<file path="config.mk">
export PLATFORM = sky130hd
export DESIGN_NAME = blk_dma
export DESIGN_NICKNAME = d
export VERILOG_FILES = /design/src/rtl/dma_pkg.sv /design/src/rtl/dma_regs.sv /design/src/rtl/dma_engine.sv /design/src/rtl/blk_dma.sv
export SDC_FILE = /design/constraint.sdc
export NUM_CORES = 1
export LEC_CHECK = 0
export BUFFER_PORTS_ARGS = -buffer_cell sky130_fd_sc_hd__buf_2
export CAP_MARGIN = 20
export CORE_AREA = 2 2 84 127
export CTS_CLUSTER_SIZE = 16
export DETAILED_ROUTE_END_ITERATION = 7
export DIE_AREA = 0 0 86 129
export HOLD_SLACK_MARGIN = 0.12
export PLACE_DENSITY_LB_ADDON = 0.25
export REMOVE_ABC_BUFFERS = 1
export SLEW_MARGIN = 20
export SYNTH_ARGS = -nofsm -noshare
export SYNTH_HDL_FRONTEND = slang
export SYNTH_SLANG_ARGS = --single-unit
</file>
<file path="constraint.sdc">
create_clock -name clk -period 5.1 [get_ports clk]
set_input_delay 1.02 -clock clk [delete_from_list [all_inputs] [get_ports clk]]
set_output_delay 1.02 -clock clk [all_outputs]
set_load 0.02 [all_outputs]
</file>
<file path="src/rtl/dma_pkg.sv">
package dma_pkg;
  localparam logic [1:0] SEL_ADDR = 2'd0;
  localparam logic [1:0] SEL_LEN  = 2'd1;
  localparam logic [1:0] SEL_CMD  = 2'd2;
  localparam logic [1:0] SEL_STAT = 2'd3;
  localparam int CMD_GO_BIT   = 0;
  localparam int CMD_DIR_BIT  = 1;
  localparam int STAT_BSY_BIT = 0;
  localparam int STAT_DN_BIT  = 1;

  typedef enum logic {ST_IDLE = 1'b0, ST_RUN = 1'b1} eng_state_t;
endpackage

</file>
<file path="src/rtl/dma_regs.sv">
module dma_regs
  import dma_pkg::*;
#(
  parameter int AW = 16,
  parameter int CW = 16,
  parameter int DW = 32
) (
  input  logic          clk,
  input  logic          rst_n,
  input  logic          reg_we,
  input  logic [1:0]    reg_sel,
  input  logic [DW-1:0] reg_wdata,
  output logic [DW-1:0] reg_rdata,
  input  logic          busy,
  input  logic          done_set,
  output logic [AW-1:0] cfg_addr,
  output logic [CW-1:0] cfg_len,
  output logic          start_go,
  output logic          start_dir,
  output logic          irq
);
  logic [AW-1:0] addr_q, addr_d;
  logic [CW-1:0] len_q, len_d;
  logic          dir_q, dir_d;
  logic          irq_q, irq_d;
  logic          cfg_we, clr;

  always_comb begin
    cfg_we    = reg_we && !busy;
    clr       = reg_we && (reg_sel == SEL_STAT) && reg_wdata[STAT_DN_BIT];
    addr_d    = (cfg_we && reg_sel == SEL_ADDR) ? reg_wdata[AW-1:0] : addr_q;
    len_d     = (cfg_we && reg_sel == SEL_LEN)  ? reg_wdata[CW-1:0] : len_q;
    dir_d     = (cfg_we && reg_sel == SEL_CMD)  ? reg_wdata[CMD_DIR_BIT] : dir_q;
    start_go  = cfg_we && (reg_sel == SEL_CMD) && reg_wdata[CMD_GO_BIT];
    start_dir = reg_wdata[CMD_DIR_BIT];
    irq_d     = done_set || (irq_q && !clr);
  end

  always_ff @(posedge clk or negedge rst_n) begin
    if (!rst_n) begin
      addr_q <= '0;
      len_q  <= '0;
      dir_q  <= 1'b0;
      irq_q  <= 1'b0;
    end else begin
      addr_q <= addr_d;
      len_q  <= len_d;
      dir_q  <= dir_d;
      irq_q  <= irq_d;
    end
  end

  always_comb begin
    reg_rdata = '0;
    case (reg_sel)
      SEL_ADDR: reg_rdata[AW-1:0] = addr_q;
      SEL_LEN:  reg_rdata[CW-1:0] = len_q;
      SEL_CMD:  reg_rdata[CMD_DIR_BIT] = dir_q;
      default: begin
        reg_rdata[STAT_BSY_BIT] = busy;
        reg_rdata[STAT_DN_BIT]  = irq_q;
      end
    endcase
  end

  assign cfg_addr = addr_q;
  assign cfg_len  = len_q;
  assign irq      = irq_q;

  assert_cfg_frozen_R10: assert property (@(posedge clk) disable iff (!rst_n)
    busy |=> ($stable(addr_q) && $stable(len_q) && $stable(dir_q)));
  assert_irq_hold_R9: assert property (@(posedge clk) disable iff (!rst_n)
    (irq_q && !clr) |=> irq_q);
  assert_done_beats_clear_R11: assert property (@(posedge clk) disable iff (!rst_n)
    done_set |=> irq_q);
endmodule

</file>
<file path="src/rtl/dma_engine.sv">
module dma_engine
  import dma_pkg::*;
#(
  parameter int AW = 16,
  parameter int CW = 16,
  parameter int DW = 32
) (
  input  logic          clk,
  input  logic          rst_n,
  input  logic          start_go,
  input  logic          start_dir,
  input  logic [AW-1:0] cfg_addr,
  input  logic [CW-1:0] cfg_len,
  output logic          busy,
  output logic          done_set,
  output logic          bus_req,
  input  logic          bus_gnt,
  output logic [AW-1:0] mem_addr,
  output logic          mem_wr,
  output logic          mem_rd,
  output logic [DW-1:0] mem_wdata,
  input  logic [DW-1:0] mem_rdata,
  input  logic          per_rdy,
  output logic          per_stb,
  output logic [DW-1:0] per_wdata,
  input  logic [DW-1:0] per_rdata
);
  localparam logic [CW-1:0] ONE_WORD = CW'(1);

  eng_state_t    st_q, st_d;
  logic [AW-1:0] cur_q, cur_d;
  logic [CW-1:0] rem_q, rem_d;
  logic          dir_q, dir_d;
  logic          go, last;

  always_comb begin
    st_d     = st_q;
    cur_d    = cur_q;
    rem_d    = rem_q;
    dir_d    = dir_q;
    done_set = 1'b0;
    go       = (st_q == ST_RUN) && bus_gnt && per_rdy;
    last     = (rem_q == ONE_WORD);
    if (st_q == ST_IDLE) begin
      if (start_go) begin
        if (cfg_len == '0) begin
          done_set = 1'b1;
        end else begin
          st_d  = ST_RUN;
          cur_d = cfg_addr;
          rem_d = cfg_len;
          dir_d = start_dir;
        end
      end
    end else if (go) begin
      cur_d = cur_q + AW'(1);
      rem_d = rem_q - ONE_WORD;
      if (last) begin
        st_d     = ST_IDLE;
        done_set = 1'b1;
      end
    end
  end

  always_ff @(posedge clk or negedge rst_n) begin
    if (!rst_n) begin
      st_q  <= ST_IDLE;
      cur_q <= '0;
      rem_q <= '0;
      dir_q <= 1'b0;
    end else begin
      st_q  <= st_d;
      cur_q <= cur_d;
      rem_q <= rem_d;
      dir_q <= dir_d;
    end
  end

  always_comb begin
    busy      = (st_q == ST_RUN);
    bus_req   = busy;
    mem_addr  = (busy && bus_gnt) ? cur_q : '0;
    per_stb   = go;
    mem_wr    = go && !dir_q;
    mem_rd    = go && dir_q;
    mem_wdata = per_rdata;
    per_wdata = mem_rdata;
  end

  assert_grant_before_access_R3: assert property (@(posedge clk) disable iff (!rst_n)
    (mem_wr || mem_rd) |-> (bus_req && bus_gnt));
  assert_addr_step_R4: assert property (@(posedge clk) disable iff (!rst_n)
    (per_stb && !last) |=> (cur_q == $past(cur_q) + AW'(1)));
  assert_stall_R6: assert property (@(posedge clk) disable iff (!rst_n)
    !(bus_gnt && per_rdy) |-> !per_stb);
  assert_release_R7: assert property (@(posedge clk) disable iff (!rst_n)
    (per_stb && last) |=> !bus_req);
  assert_zero_len_R8: assert property (@(posedge clk) disable iff (!rst_n)
    (!busy && start_go && cfg_len == '0) |=> !bus_req);
endmodule

</file>
<file path="src/rtl/blk_dma.sv">
module blk_dma #(
  parameter int AW = 16,
  parameter int CW = 16,
  parameter int DW = 32
) (
  input  logic          clk,
  input  logic          rst_n,
  input  logic          reg_we,
  input  logic [1:0]    reg_sel,
  input  logic [DW-1:0] reg_wdata,
  output logic [DW-1:0] reg_rdata,
  output logic          irq,
  output logic          bus_req,
  input  logic          bus_gnt,
  output logic [AW-1:0] mem_addr,
  output logic          mem_wr,
  output logic          mem_rd,
  output logic [DW-1:0] mem_wdata,
  input  logic [DW-1:0] mem_rdata,
  input  logic          per_rdy,
  output logic          per_stb,
  output logic [DW-1:0] per_wdata,
  input  logic [DW-1:0] per_rdata
);
  logic          busy, done_set, start_go, start_dir;
  logic [AW-1:0] cfg_addr;
  logic [CW-1:0] cfg_len;

  dma_regs #(.AW(AW), .CW(CW), .DW(DW)) u_regs (
    .clk(clk), .rst_n(rst_n), .reg_we(reg_we), .reg_sel(reg_sel),
    .reg_wdata(reg_wdata), .reg_rdata(reg_rdata), .busy(busy),
    .done_set(done_set), .cfg_addr(cfg_addr), .cfg_len(cfg_len),
    .start_go(start_go), .start_dir(start_dir), .irq(irq)
  );

  dma_engine #(.AW(AW), .CW(CW), .DW(DW)) u_eng (
    .clk(clk), .rst_n(rst_n), .start_go(start_go), .start_dir(start_dir),
    .cfg_addr(cfg_addr), .cfg_len(cfg_len), .busy(busy), .done_set(done_set),
    .bus_req(bus_req), .bus_gnt(bus_gnt), .mem_addr(mem_addr),
    .mem_wr(mem_wr), .mem_rd(mem_rd), .mem_wdata(mem_wdata),
    .mem_rdata(mem_rdata), .per_rdy(per_rdy), .per_stb(per_stb),
    .per_wdata(per_wdata), .per_rdata(per_rdata)
  );
endmodule

</file>
==> results of run 1 <==
==> final timing paths <==
path,from,end,slack (ps),depth (start not counted)
max in group asynchronous,rst_n,u_eng.bus_req,3320,2
max,bus_gnt,mem_rd,1610,5
min reg2reg,u_eng.dir_q,u_eng.dir_q,510,2
max reg2reg,u_eng.bus_req,u_eng.rem_q[12],2510,6
min,u_eng.dir_q,u_eng.dir_q,510,2
min in group asynchronous,rst_n,u_eng.cur_q[10],790,1
==> state kept, by name (all words and copies together), names as in the netlist <==
register         flops
u_eng.cur_q         16
u_eng.rem_q         16
u_regs.cfg_addr     16
u_regs.cfg_len      16
u_eng.bus_req        1
u_eng.dir_q          1
u_regs.dir_q         1
u_regs.irq           1
==> kinds of logic (layout without fill, tap and decap cells) <==
| logic type | after synthesis | in the layout | share of synthesized area, % |
|---|---|---|---|
| and+or+nand+nor | 139 | 139 | 16.58 |
| buffers and inverters | 109 | 88 | 16.69 |
| AOI/OAI and AO/OA | 75 | 75 | 10.93 |
| DFF | 68 | 68 | 38.61 |
| muxes | 66 | 66 | 16.24 |
| adders and majority gates | 3 | 3 | 0.8519 |
| other | 1 | 16 | 0.08510 |
==> metrics by stage <==
stage / util, % / instances / hold slack [ps]
after floorplan: - / 373 / 460.1
after detailed placement: 42.69 / 556 / 481.4
after global placement: 42.69 / 556 / 483.7
after global routing: 46.11 / 572 / 512.8
after CTS: 46.06 / 572 / 497.2
final: 46.11 / 572 / 505.3
==> power by group <==
part | leakage, nW | internal, mW | switching [mW]
sequential | 0.834 | 0.770 | 0.300
combinational | 1.14 | 0.417 | 0.498
clock | 0.169 | 0.466 | 0.234
total | 2.15 | 1.65 | 1.03
==> placed cells by master (no fill, tap or decap), drive strengths merged, types with 8 or more instances in the layout <==
cell,Yosys,final
nand2,38,38
a21oi,23,23
clkbuf,11,12
buf,92,66
o22ai,16,16
dfrtp,68,68
and3,18,18
mux2i,31,31
nor4,8,8
mux2,34,34
o21ai,14,14
nand3,18,18
nor2,29,29
conb,1,16
==> layer usage <==
layer  vias to the layer above  routed length [µm]  global-route usage [%]
li1                       1539                   -                       -
met1                      1672                5109                   29.18
met2                       226                7522                   45.83
met3                        29                3187                   25.72
met4                         0                 834                   16.25
met5                         -                   0                       0
==> worst max-delay path, stage by stage <==
cell and delay, ps:
buf_2 180, nand3_1 290, clkinv_1 480, and2_1 330
buf_2 150
==> layout make-up <==
class / count / area [µm²]
tap: 117 / 146.4
clock inverter: 4 / 70.07
multi-input combinational: 299 / 2039
timing repair buffer: 66 / 347.8
fill: 968 / 5370
sequential: 68 / 1703
clock buffer: 12 / 266.5
inverter: 6 / 22.52
==> results.toml, run 1 <==
[synthesis]
synth_top_area_cell = "dfrtp_1"
yosysSeqAreaShare_pct = 38.61
yosysMostFrequentCell = "buf_4"
yosys_warnings = 0
synth-seq-cells = 68
async_flop_share_pct = 100.0
synth_edf_count = 0
yosys-top-cells-area = "dfrtp_1 39%, buf_4 14%, mux2_2 8.7%, mux2i_1 7.0%, nand2_1 3.2%"
synth_flop_cell = "dfrtp_1"
yosys-top-cells-count = "80 x buf_4, 68 x dfrtp_1, 38 x nand2_1"
synth_top_area_share_pct = 38.61
synthesis.area_um2 = 4407
synth_cell_types = 53
syn_area_per_cell_um2 = 9.559
synthCells = 461

[critical_path]
path_class = "in2out"
worstSetupEndpointType = "primary output"
cp-start-kind = "input port"
critPathMaxFanout = 17
cp.required_ps = 4080
worstPathArrival_ps = 2470

[clock_network]
htreeDepth = 3
post_cts_buffers = 0
clock_latency_ps = 340
cts-resized-gates = 0
cts_hold_buf = 0
cts_buffers = 9
cts_sinks = 68
cts_buffer_depth = 2
cts_tree = "built"
clk_pin_slew_worst_paths_ps = 60
cts-root-buf = "clkbuf_16"

[pwr]
power_density_nw_per_um2 = 584.4
p_total_mw = 2.686
vdd_drop_max_v = 0.0002224
leakagePower_nw = 2.146

[timing]
hold_violations = 0
maxSlewViolCount = 0
fmax_ghz = 0.2868
finalSetupViolations = 0
min_period_ps = 3486
tightest_slew_ps = 995.9
setup_ws_ps = 1614
relSlewSlack_pct = 33.47
finClkSkew_ps = 9.265
tns_ps = 0
min_period_over_period_pct = 68.36
rsz0062_at_grt = "false"

[die]
die_area_um2 = 11090
initial_core_util_pct = 44.22
fp.dieW_um = 86
core_area_um2 = 9966
fp-row-count = 45
die_h_um = 129
pin_count = 220

[outcome]
run_status = "completed"

[drt]
drt_first_iter_violations = 213
first_pass_iters = 4
drc = 0
route.vias.total = 3466
ant_nets = 0
drt_wl_total_um = 16650
wl_per_cell_um = 29.11
viasPerCell = 6.059

[placement]
hpwl_um = 13230
gp_congestion = 0.8998
pre_cts_slack_ps = 1625
numPortBuffers = 59
post_dp_cell_area_um2 = 4254

[final_layout]
nets = 556
layout-drive-gt1-share_pct = 28.13
area_growth_pct = 4.287
antenna_cells = 0
final_area_um2 = 4596

[grt]
grtUsageTotal_pct = 30.63
grt_pass1_wl_um = 23490
grt_max_degree = 61
grt_pass1_vias = 3236
antenna_found_initial = 0
grt-ovfl-total = 0

[flow_run]
maxCapViolCount = 0

[min_path]
hold_class = "reg2reg"
Note: power is estimated with default switching activity, not from simulation.
==> run 2, diff against run 1 <==
Settings changed: ABC_AREA set to 1, CORE_AREA 2 2 84 127 to 2 2 89 133, DIE_AREA 0 0 86 129 to 0 0 91 135.
Clock period 5.1 ns to 2.8 ns, I/O delays scaled along.
==> results.toml, run 2 <==
[clock_network]
clk_pin_slew_worst_paths_ps = 50
cts_buffers = 9
cts_tree = "built"
htreeDepth = 3
cts-resized-gates = 0
cts_buffer_depth = 2
post_cts_buffers = 0
cts-root-buf = "clkbuf_16"
cts_hold_buf = 0
cts_sinks = 68
clock_latency_ps = 330

[critical_path]
worstRegToRegCells = 7
cp.required_ps = 2240
path_class = "reg2out"
worstSetupEndpointType = "primary output"
worstPathArrival_ps = 1680
critPathMaxFanout = 17
cp-start-kind = "flip-flop"

[timing]
finClkSkew_ps = 5.399
min_period_over_period_pct = 79.95
rsz0062_at_grt = "false"
min_period_ps = 2239
setup_ws_ps = 561.3
maxSlewViolCount = 0
tightest_slew_ps = 936.3
tns_ps = 0
finalSetupViolations = 0
hold_violations = 0
fmax_ghz = 0.4467
relSlewSlack_pct = 37.43

[grt]
antenna_found_initial = 0
grt-ovfl-total = 0
grt_max_degree = 69
grt_pass1_vias = 4044
grtUsageTotal_pct = 28.52
grt_pass1_wl_um = 25590

[synthesis]
yosysSeqAreaShare_pct = 36.47
synthCells = 687
yosys_warnings = 0
yosysMostFrequentCell = "nand2_1"
syn_area_per_cell_um2 = 6.791
synth_edf_count = 0
synth_top_area_cell = "dfrtp_1"
yosys-top-cells-count = "194 x nand2_1, 81 x buf_4, 77 x nor2_1"
synth_top_area_share_pct = 36.47
synth_flop_cell = "dfrtp_1"
synthesis.area_um2 = 4666
yosys-top-cells-area = "dfrtp_1 36%, nand2_1 16%, buf_4 13%, o21ai_0 7.4%, nor2_1 6.2%"
synth-seq-cells = 68
synth_cell_types = 31
async_flop_share_pct = 100.0

[die]
fp-row-count = 47
fp.dieW_um = 91
pin_count = 220
die_area_um2 = 12290
initial_core_util_pct = 42.20
core_area_um2 = 11060
die_h_um = 135

[placement]
numPortBuffers = 59
gp_congestion = 0.9535
pre_cts_slack_ps = 624.6
hpwl_um = 14050
dp.cells = 812

[flow_run]
maxCapViolCount = 0

[final_layout]
fin_util_pct = 44.13
area_growth_pct = 4.559
fin_cells = 827
nets = 782
layout-drive-gt1-share_pct = 13.09
layout_common_cells = "194 x nand2_1, 77 x nor2_1, 73 x inv_1"
antenna_cells = 0
final_common_cell = "nand2_1"

[min_path]
hold_class = "in2async"

[pwr]
leakagePower_nw = 2.513
vdd_drop_max_v = 0.0005371
power_density_nw_per_um2 = 1100

[drt]
viasPerCell = 5.281
ant_nets = 0
drc = 0
drt_wl_total_um = 17550
wl_per_cell_um = 21.22
route.vias.total = 4367
first_pass_iters = 5
drt_first_iter_violations = 278

[outcome]
run_status = "completed"
run 2: logic make-up (layout without fill, tap and decap cells):
kind of cell | Yosys count | count (layout) | share of synthesized area (%)
buffers and inverters | 176 | 154 | 21.29
other | 1 | 16 | 0.08037
and+or+nand+nor | 347 | 347 | 30.87
DFF | 68 | 68 | 36.47
AOI/OAI and AO/OA | 92 | 92 | 10.49
adders and majority gates | 3 | 3 | 0.8046
run 2: report_power, final:
| group | internal (mW) | total [mW] | leakage, nW | switching, mW |
|---|---|---|---|---|
| Sequential | 1.42 | 1.86 | 0.862 | 0.445 |
| Combinational | 0.710 | 2.19 | 1.48 | 1.48 |
| Clock | 0.886 | 1.31 | 0.168 | 0.426 |
| Total | 3.01 | 5.36 | 2.51 | 2.35 |
run 2: final cells by class:
cell class | instances | area (µm²)
fillers | 1188 | 6177
multi-input cells | 458 | 2027
flip-flops and latches | 68 | 1702
repair buffers | 64 | 345.3
inverters | 75 | 281.5
clock buffers | 10 | 239.0
well taps | 147 | 183.9
clock inverters | 5 | 100.1
run 2: per-stage QoR:
stage               total power, mW  hold slack [ps]  instance area, µm²
floorplan                     3.294            264.4                4010
global placement              3.968            468.0                4539
detailed placement            4.026            472.8                4539
CTS                           5.347            273.4                4878
global route                  5.768            295.9                4878
finish                        5.365            249.3                4878
run 2: final timing paths:
| path | startpoint | endpoint | slack, ps |
|---|---|---|---|
| max in group asynchronous | rst_n | u_eng.cur_q[1] | 2230 |
| worst min register to register | u_regs.cfg_addr[3] | u_regs.cfg_addr[3] | 480 |
| worst max-delay path | u_eng.bus_req | mem_rd | 560 |
| worst max register to register | u_eng.bus_req | u_eng.rem_q[6] | 760 |
| min in group clk | u_regs.cfg_addr[3] | u_regs.cfg_addr[3] | 480 |
| worst min-delay path | rst_n | u_eng.bus_req | 250 |
run 2: critical path, stage by stage (launching register included):
cell	delay [ps]
dfrtp_1	550
nand2_4	210
nor2_4	200
inv_1	120
nor2_1	100
buf_2	170
run 2: routing by layer:
metal | share of wire (%) | global-route usage (%)
met5 | 0.20 | 4.583
met4 | 3.9 | 10.94
met3 | 18 | 23.60
met2 | 45 | 45.51
met1 | 33 | 26.44
==> run 3, diff against run 2 <==
Clock period 2.8 ns to 1.8 ns, I/O delays scaled along.
==> results.toml, run 3 (synthesized netlist as in run 2, its figures left out) <==
[timing]
finClkSkew_ps = 10.09
tns_ps = 0
finalSetupViolations = 0
hold_violations = 0
setup_ws_ps = 37.35
fmax_ghz = 0.5673
maxSlewViolCount = 0
rsz0062_at_grt = "false"
min_period_over_period_pct = 97.92
min_period_ps = 1763

[grt]
grt_pass1_wl_um = 25740
grt-ovfl-total = 0
antenna_found_initial = 0
top_usage_layer = "met2"
use_met1_pct = 26.50
grtUsageMet2_pct = 45.43
grtUsageTotal_pct = 28.81
grt_pass1_vias = 4065
grt_max_degree = 69
grt_use_met3_pct = 24.50

[die]
pin_count = 220
die_h_um = 135
initial_core_util_pct = 42.20
fp-row-count = 47
die_area_um2 = 12290
fp.dieW_um = 91
core_area_um2 = 11060

[clock_network]
cts-root-buf = "clkbuf_16"
clock_latency_ps = 340
cts_buffers = 9
htreeDepth = 3
cts_tree = "built"
clk_pin_slew_worst_paths_ps = 50
cts_sinks = 68
cts_buffer_depth = 2

[drt]
first_pass_iters = 5
wl_per_cell_um = 20.98
drt_wl_total_um = 17650
drt_first_iter_violations = 320
drc = 0
ant_nets = 0
route.vias.total = 4338
viasPerCell = 5.158

[placement]
numPortBuffers = 59
pre_cts_slack_ps = 11.30
post_dp_cell_area_um2 = 4634
hpwl_um = 14170
gp_congestion = 0.9784

[pwr]
power_density_nw_per_um2 = 1659
switchingPower_mw = 3.679
p_int_mw = 4.605
vdd_drop_max_v = 0.0008496
pwr-share-comb_pct = 44.2
leakagePower_nw = 2.561
clkPwrFrac_pct = 21.3
p_sw_share_pct = 44.42
p_seq_share_pct = 34.5

[critical_path]
r2r_slack_ps = 160
cpMaxStageDelayCell = "dfrtp_1"
path_class = "reg2out"
worstRegToRegCells = 8
r2r-start = "u_eng.cur_q[0]"
critPathLaunch = "u_eng.bus_req"
r2r_end = "u_eng.cur_q[10]"
critPathMaxFanout = 16
path_cells = "buf_6, nand2_4, buf_4, nor2_1, buf_2"
worstPathArrival_ps = 1400
critPathCapture = "mem_addr[7]"
worstSetupEndpointType = "primary output"
critPathMaxStageDelay_ps = 380
cp.required_ps = 1440
cp-start-kind = "flip-flop"

[final_layout]
final_common_cell = "nand2_1"
layout_common_cells = "194 x nand2_1, 74 x nor2_1, 70 x inv_1"
antenna_cells = 0
area_growth_pct = 7.053
layout-drive-gt1-share_pct = 15.56
final_area_um2 = 4995
nets = 797

[flow_run]
maxCapViolCount = 0

[min_path]
hold_class = "in2reg"

[outcome]
run_status = "completed"
## run 3: what timing repair did
item,CTS,global route
buffers inserted,2,0
gates cloned,0,1
endpoints found under the hold margin,68,0
hold buffers,1,0
setup endpoints to repair,4,36
resized for setup,2,13
pin swaps,1,1
## run 3: worst min path at each step
| stage | start | end | slack (ps) | depth (start not counted) |
|---|---|---|---|---|
| 2_1_floorplan | rst_n | u_eng.bus_req | 60 | 0 |
| 3_3_place_gp | rst_n | u_eng.bus_req | 420 | 2 |
| 3_5_place_dp | rst_n | u_eng.dir_q | 420 | 2 |
| 4_1_cts | reg_wdata[4] | u_regs.cfg_addr[4] | 290 | 3 |
| 5_1_grt | reg_wdata[9] | u_regs.cfg_addr[9] | 320 | 3 |
| 6_report | reg_wdata[4] | u_regs.cfg_addr[4] | 290 | 3 |
## run 3: cell type report
class	count	area [µm²]
Sequential cell	68	1702
Multi-Input combinational cell	458	2048
Clock buffer	12	256.5
Inverter	75	287.8
Tap cell	147	183.9
Timing Repair inverter	1	5.005
Fill cell	1221	6061
Clock inverter	2	35.03
Timing Repair Buffer	78	476.7
## run 3: through the flow
step / total power [mW] / hold slack (ps) / util (%) / std cells
2_1_floorplan: 5.123 / 64.41 / - / 601
4_1_cts: 8.257 / 290.2 / 44.84 / 840
5_1_grt: 8.954 / 320.0 / 45.18 / 841
6_report: 8.284 / 289.2 / 45.18 / 841
3_3_place_gp: 6.340 / 420.3 / 41.92 / 823
3_5_place_dp: 6.423 / 424.6 / 41.92 / 823
## run 3: per-layer routing
layer / up-vias / share of wire [%]
met2: 249 / 46
met1: 1983 / 31
met3: 26 / 19
met4: 0 / 3.8
li1: 2080 / -
met5: - / 0
## run 3: power by group through the flow
stage               combinational, mW  sequential, mW  clock, mW
finish                           3.66            2.86       1.77
global route                     4.13            2.96       1.86
CTS                              3.63            2.84       1.79
detailed placement               3.57            2.86          0
global placement                 3.50            2.84          0
floorplan                        2.36            2.77          0
## run 3: worst max-delay path, delay by kind of cell, from the launching register on
family	cells	cell delay [ps]
buffers and inverters	3	510
DFF	1	380
and+or+nand+nor	2	180
